===== config.mk =====
export PLATFORM = sky130hd
export DESIGN_NAME = neo_spike_det
export DESIGN_NICKNAME = d
export VERILOG_FILES = /design/src/rtl/neo_spike_det.sv
export SDC_FILE = /design/constraint.sdc
export NUM_CORES = 1
export LEC_CHECK = 0
export BUFFER_PORTS_ARGS = -buffer_cell sky130_fd_sc_hd__buf_2
export CAP_MARGIN = 20
export CORE_MARGIN = 2
export CORE_UTILIZATION = 30
export DETAILED_ROUTE_END_ITERATION = 8
export PLACE_DENSITY_LB_ADDON = 0.1
export SETUP_SLACK_MARGIN = 0.4
export SLEW_MARGIN = 40
export SYNTH_ARGS = -nofsm -noshare
export SYNTH_HDL_FRONTEND = slang
export SYNTH_SLANG_ARGS = --single-unit

===== constraint.sdc =====
create_clock -name clk -period 11.23 [get_ports clk]
set_input_delay 1.6845 -clock clk [delete_from_list [all_inputs] [get_ports clk]]
set_output_delay 1.6845 -clock clk [all_outputs]
set_load 0.005 [all_outputs]

===== src/rtl/neo_spike_det.sv =====
module neo_spike_det #(
  parameter int DW       = 8,
  parameter int TSW      = 7,
  parameter int KW       = 8,
  parameter int RW       = 8,
  parameter int FRAC     = 4,
  parameter int SHIFT    = 4,
  parameter int K_DEF    = 5,
  parameter int REFR_DEF = 50
) (
  input  logic                 clk,
  input  logic                 rst_n,
  input  logic                 in_valid,
  input  logic signed [DW-1:0] in_sample,
  input  logic                 cfg_k_we,
  input  logic [KW-1:0]        cfg_k_val,
  input  logic                 cfg_refr_we,
  input  logic [RW-1:0]        cfg_refr_val,
  output logic                 spike,
  output logic [TSW-1:0]       timestamp
);

  localparam int PW = 2*DW + 1;
  localparam int SW = DW + FRAC;
  localparam int TW = KW + 2*DW;

  logic signed [DW-1:0] x1_q, x2_q;
  logic [SW-1:0]        sig_q;
  logic [KW-1:0]        k_q;
  logic [RW-1:0]        refr_q;
  logic [RW-1:0]        lock_q;
  logic [TSW-1:0]       ts_q;

  logic signed [PW-1:0] prod_a, prod_b, psi;
  assign prod_a = PW'(x1_q) * PW'(x1_q);
  assign prod_b = PW'(in_sample) * PW'(x2_q);
  assign psi    = prod_a - prod_b;

  logic [DW-1:0] absx;
  assign absx = in_sample[DW-1] ? DW'(-in_sample) : in_sample;

  logic signed [SW:0] diff, sig_nx;
  assign diff   = $signed({1'b0, absx, {FRAC{1'b0}}}) - $signed({1'b0, sig_q});
  assign sig_nx = $signed({1'b0, sig_q}) + (diff >>> SHIFT);

  logic [DW-1:0] sig_int;
  assign sig_int = sig_q[SW-1:FRAC];

  logic [TW-1:0] thr, psi_mag;
  assign thr = {{(TW-KW){1'b0}}, k_q} * {{(TW-DW){1'b0}}, sig_int} * {{(TW-DW){1'b0}}, sig_int};
  assign psi_mag = {{(TW-PW+1){1'b0}}, psi[PW-2:0]};

  logic fire;
  assign fire = in_valid && (lock_q == '0) && !psi[PW-1] && (psi_mag > thr);

  always_ff @(posedge clk or negedge rst_n) begin
    if (!rst_n) begin
      x1_q      <= '0;
      x2_q      <= '0;
      sig_q     <= '0;
      k_q       <= KW'(K_DEF);
      refr_q    <= RW'(REFR_DEF);
      lock_q    <= '0;
      ts_q      <= '0;
      spike     <= 1'b0;
      timestamp <= '0;
    end else begin
      if (cfg_k_we)    k_q    <= cfg_k_val;
      if (cfg_refr_we) refr_q <= cfg_refr_val;
      spike <= fire;
      if (fire) timestamp <= ts_q;
      if (in_valid) begin
        x2_q  <= x1_q;
        x1_q  <= in_sample;
        sig_q <= sig_nx[SW-1:0];
        ts_q  <= ts_q + TSW'(1);
        if (fire)               lock_q <= refr_q;
        else if (lock_q != '0)  lock_q <= lock_q - RW'(1);
      end
    end
  end


  neg_energy_quiet_chk: assert property (@(posedge clk) disable iff (!rst_n)
    spike |-> !$past(psi[PW-1]));


  sigma_bound_chk: assert property (@(posedge clk) disable iff (!rst_n)
    sig_q <= SW'((1 << (DW-1)) << FRAC));


  spike_from_sample_chk: assert property (@(posedge clk) disable iff (!rst_n)
    spike |-> $past(in_valid));


  ts_hold_chk: assert property (@(posedge clk) disable iff (!rst_n)
    !spike |-> $stable(timestamp));


  ts_wrap_chk: assert property (@(posedge clk) disable iff (!rst_n)
    (in_valid && ts_q == '1) |=> ts_q == '0);


  lockout_chk: assert property (@(posedge clk) disable iff (!rst_n)
    (in_valid && lock_q != '0) |=> !spike);


  idle_hold_chk: assert property (@(posedge clk) disable iff (!rst_n)
    !in_valid |=> ($stable(sig_q) && $stable(ts_q) && $stable(lock_q) && !spike));

endmodule


==> qor.yml, run 1 <==
floorplan:
  fp.dieW_microns: 229
  die_h_microns: 229
  start_util_pct: 30.4
  ios: 37
  die_area_sq_um: 52500
  coreArea_sq_um: 50100
  num_rows: 82
run:
  cap_violations: 0
clocking:
  clkTransAtPathRegs_ns: 0.06
  clk_path_buf_depth: 2
  cts_tree: "done"
  ctsRootBufferMaster: "clkbuf_16"
  ctsHoldBuffers: 0
  insertion_delay_ns: 0.36
  clkSinkCount: 67
  cts_buffers: 9
  htreeDepth: 3
synth:
  yosysSeqAreaShare_pct: 11.1
  syn-num-nets: 2096
  ys_types: 65
  synth-seq-cells: 67
  synth_area_sq_um: 15200
  synth_edf_count: 0
  synth_ff_type: "dfrtp_1"
  syn_inst: 1637
  async_flop_share_pct: 100
  ys.warnings.count: 0
  synth_area_per_cell_sq_um: 9.29
sta:
  report.final.slew_viol_count: 0
  skew_ns: 0.0144
  tns_ns: 0
  fmax_mhz: 99.1
  worst_pin_slew_ns: 0.672
  rsz0062_at_grt: "no"
  timing.slew.headroom_pct: 54.9
  fin_crit_ns: 10.09
  setup_violations: 0
  finalCritPeriodShare_pct: 89.9
  finalHoldViolations: 0
detailed_routing:
  drt_iter0_markers: 447
  post_drt_wl_per_cell_microns: 16.4
  first_pass_iters: 5
  drc: 0
  wl_microns: 38200
  avgViaCountPerCell: 4.60
  vias: 10700
  antenna_left: 0
worst_setup_path:
  critPathCaptureType: "flop"
  max_stage_delay_ns: 0.60
  crit_fanout: 11
  r2r_slack_ns: 1.14
  reg2reg_to: "timestamp[6]"
  critPathArrivalTime_ns: 10.33
  startpoint_type: "flop"
  crit_path_start: "k_q[0]"
  worst_r2r_startpoint: "k_q[0]"
  worst-setup-path-type: "reg -> reg"
  r2r_cells: 38
  cpMostUsedCell: "fa_1"
  slowest_stage: "dfstp_2"
  cp.required_ns: 11.47
min_path:
  holdCritPathClass: "reg -> reg"
  whs_path_depth: 1
  min-delay-start: "ts_q[6]"
  hold_end: "ts_q[6]"
place:
  place_hpwl_microns: 32000
  gp_congestion: 0.788
  io_buffers: 36
  dpl_cell_area_sq_um: 16200
global_routing:
  grt_use_total_pct: 15.3
  grt_max_degree: 63
  grt-ovfl-total: 0
  antenna_found_initial: 2
  grt_pass1_wl_microns: 63500
  grt_pass1_vias: 11600
run_status:
  status: "completed"
layout:
  area_growth_pct: 8.64
  fin_util_pct: 33.0
  final_cell_mix: "inv_1, fa_1, ha_1"
  drive_above_1_share_pct: 8.00
  diodes: 0
  layout.nets: 2116
  fin_area_sq_um: 16500
  final_common_cell: "inv_1"
worst max-delay path by stage:
stage	endpoint	cells past startpoint	slack (ns)
CTS	timestamp[6]	37	0.51
finish	timestamp[6]	38	1.14
floorplan	timestamp[0]	39	1.58
detailed placement	timestamp[6]	37	0.55
global placement	timestamp[6]	37	0.72
global route	timestamp[6]	39	0.47
worst max-delay path: cells and delay by family (launching register included):
| kind | cells | cell delay (ns) |
|---|---|---|
| compound gates | 10 | 1.80 |
| simple gates | 8 | 1.46 |
| fa+ha+maj | 11 | 4.94 |
| xor+xnor | 2 | 0.31 |
| mux | 1 | 0.40 |
| buf+inv | 6 | 0.45 |
| flops | 1 | 0.60 |
sequential cells by signal (all words and copies together) (netlist names):
| signal | cells |
|---|---|
| timestamp | 7 |
| x2_q | 8 |
| x1_q | 8 |
| refr_q | 8 |
| k_q | 8 |
| lock_q | 8 |
| sig_q | 12 |
| spike | 1 |
| ts_q | 7 |
routing by layer:
| metal | vias up | track usage, % | wire length [microns] |
|---|---|---|---|
| li1 | 5198 | - | - |
| met1 | 5415 | 20.8 | 18100 |
| met2 | 98 | 26.6 | 19000 |
| met3 | 17 | 1.72 | 804 |
| met4 | 0 | 2.41 | 350 |
| met5 | - | 0 | 0 |
cell families (layout without fill, tap and decap cells):
family                     count (synthesis)  after routing  share of synthesized area, %
DFF                                       67             67                          11.1
adders and majority gates                430            430                          47.6
and+or+nand+nor                          452            452                          15.8
xor gates and xnor gates                  77             77                          4.44
AOI/OAI and AO/OA                        190            190                          8.30
buffers and inverters                    374            399                          9.30
muxes                                     47             47                          3.56
layout make-up:
| cell class | instances | area (sq um) |
|---|---|---|
| Clock inverter | 6 | 65.1 |
| Tap cell | 672 | 841 |
| Sequential cell | 67 | 1680 |
| Clock buffer | 10 | 229 |
| Fill cell | 5388 | 33600 |
| Inverter | 327 | 1230 |
| Timing Repair Buffer | 56 | 337 |
| Multi-Input combinational cell | 1196 | 12100 |
stage by stage:
stage                     hold slack (ns)  setup slack [ns]  cells
after floorplan                     0.435              1.58   1637
after global placement              0.462             0.719   2314
after detailed placement            0.456             0.547   2314
after CTS                           0.468             0.513   2330
after global routing                0.487             0.466   2334
final                               0.461              1.14   2334
Yosys cell counts (3+ instances only):
cell type,n,area (sq um)
nor2b_1,12,75.1
and2_1,168,1050
dfrtp_1,62,1550
mux2_4,6,90.1
a211oi_1,6,45.0
nor3b_1,3,22.5
o31a_1,4,35.0
nand2_1,137,514
a41oi_1,4,35.0
inv_1,327,1230
o211ai_1,5,37.5
xnor2_1,57,499
mux2i_1,9,90.1
a211o_1,4,35.0
or2_2,4,25.0
a221oi_1,3,26.3
fa_1,247,4940
xor2_1,20,175
nand3_1,12,60.1
a21o_1,15,113
nand4_1,6,37.5
clkbuf_1,41,154
mux2_2,31,349
dfstp_2,5,131
o21ai_1,7,35.0
o21a_1,11,82.6
o21bai_1,13,97.6
o21ai_0,39,195
ha_1,183,2290
nor3_1,21,105
nor2_1,31,116
buf_1,3,11.3
nor4_1,3,18.8
nand2b_1,16,100
and3_1,13,81.3
a21oi_1,56,280
or3_1,16,100
timing repair:
item                       in CTS  in global routing
buffers inserted                0                  4
setup endpoints to repair       0                 14
resized for setup               0                  5
Power of run 1 is not shown: default switching activity piles up to over one toggle a cycle in this logic, so the estimate is an artifact.
==> inputs of run 2 (changes only) <==
==> constraint.sdc (replaced) <==
create_clock -name clk -period 13 [get_ports clk]
set_input_delay 1.95 -clock clk [delete_from_list [all_inputs] [get_ports clk]]
set_output_delay 1.95 -clock clk [all_outputs]
set_load 0.005 [all_outputs]
==> qor.yml, run 2 (synthesis results as in run 1) <==
run_status:
  status: "completed"
sta:
  setup_slack_ns: 2.21
  tns_ns: 0
  report.final.slew_viol_count: 0
  fin_crit_ns: 10.79
  worst_pin_slew_ns: 0.805
  fmax_mhz: 92.7
  setup_violations: 0
  timing.slew.headroom_pct: 46.0
  finalHoldViolations: 0
  skew_ns: 0.00882
  rsz0062_at_grt: "no"
  finalCritPeriodShare_pct: 83.0
global_routing:
  use_met3_pct: 1.66
  grt_pass1_wl_microns: 61700
  grt_util_met2_pct: 23.2
  grtUsageMet1_pct: 22.2
  grt-busiest-layer: "met2"
  grt_use_total_pct: 14.8
  grt_pass1_vias: 11200
  grt_max_degree: 59
  antenna_found_initial: 0
  grt-ovfl-total: 0
clocking:
  clkSinkCount: 67
  htreeDepth: 3
  insertion_delay_ns: 0.36
  cts_setup_buffers: 0
  clk_path_buf_depth: 2
  cts_tree: "done"
  ctsRootBufferMaster: "clkbuf_16"
  cts_resized: 0
  clkTransAtPathRegs_ns: 0.06
  cts_buffers: 9
  ctsHoldBuffers: 0
floorplan:
  die_area_sq_um: 52500
  fp.dieW_microns: 229
  num_rows: 82
  start_util_pct: 30.4
  ios: 37
  coreArea_sq_um: 50100
  die_h_microns: 229
worst_setup_path:
  worst-setup-path-type: "reg -> reg"
  max_stage_delay_ns: 0.73
  cpMostUsedCell: "fa_1"
  startpoint_type: "flop"
  slowest_stage: "dfstp_2"
  cp.required_ns: 13.24
  crit_fanout: 15
  critPathCaptureType: "flop"
  critPathArrivalTime_ns: 11.03
layout:
  regMostFlops: "sig_q"
  final_cell_mix: "inv_1, fa_1, ha_1"
  area_growth_pct: 8.44
  drive_above_1_share_pct: 7.45
  diodes: 0
  final_common_cell: "inv_1"
  layout.nets: 2104
  final_cells: 2322
  fin_util_pct: 32.9
  largest_reg_flops: 12
detailed_routing:
  post_drt_wl_per_cell_microns: 15.9
  wl_microns: 37000
  vias: 10700
  drc: 0
  antenna_left: 0
  avgViaCountPerCell: 4.61
  first_pass_iters: 5
  drt_iter0_markers: 363
place:
  post-place-ws_ns: 1.95
  place_hpwl_microns: 30900
  gp_congestion: 0.755
  dp_cells: 2306
  io_buffers: 36
run:
  cap_violations: 0
min_path:
  holdCritPathClass: "reg -> reg"
-- run 2: cell types whose count changed in the layout (fill, tap and decap cells not counted), sizes merged --
| cell | change |
|---|---|
| buf | -12 |
| bufinv | +3 |
| clkinv | -2 |
| clkbuf | -1 |
| clkinvlp | -1 |
| inv | +1 |
-- run 2: final cells by class --
| class | instances | area [sq um] |
|---|---|---|
| well taps | 672 | 841 |
| repair buffers | 44 | 246 |
| flip-flops and latches | 67 | 1690 |
| clock inverters | 7 | 146 |
| clock buffers | 9 | 225 |
| multi-input cells | 1196 | 12100 |
| inverters | 327 | 1230 |
| fillers | 5363 | 33600 |
-- run 2: final timing paths --
path                       startpoint      endpoint  slack [ns]  cells past startpoint
setup / recovery               k_q[0]  timestamp[6]        2.21                     38
hold / removal                ts_q[6]       ts_q[6]        0.45                      1
setup reg to reg               k_q[0]  timestamp[6]        2.21                     38
hold reg to reg               ts_q[6]       ts_q[6]        0.45                      1
max in group asynchronous       rst_n       x1_q[5]       10.78                      2
min in group asynchronous       rst_n        k_q[4]        1.41                      1
-- run 2: stage by stage --
step | cell area, sq um | hold slack, ns
finish | 16500 | 0.454
global route | 16500 | 0.480
CTS | 16500 | 0.464
detailed placement | 16100 | 0.451
global placement | 16100 | 0.459
floorplan | 15200 | 0.435
-- run 2: metal layers --
layer	routed length, microns	up-vias
met5	0	-
met4	310	0
met3	797	15
met2	17200	116
met1	18700	5395
li1	-	5177
-- run 2: critical path: cells and delay by family (launching register included) --
family / cells / cell delay [ns]
mux: 1 / 0.39
flops: 1 / 0.73
compound gates: 9 / 1.97
fa+ha+maj: 11 / 5.17
buf+inv: 7 / 0.34
xor+xnor: 2 / 0.74
simple gates: 8 / 1.33
Power of run 2 is left out for the same reason.
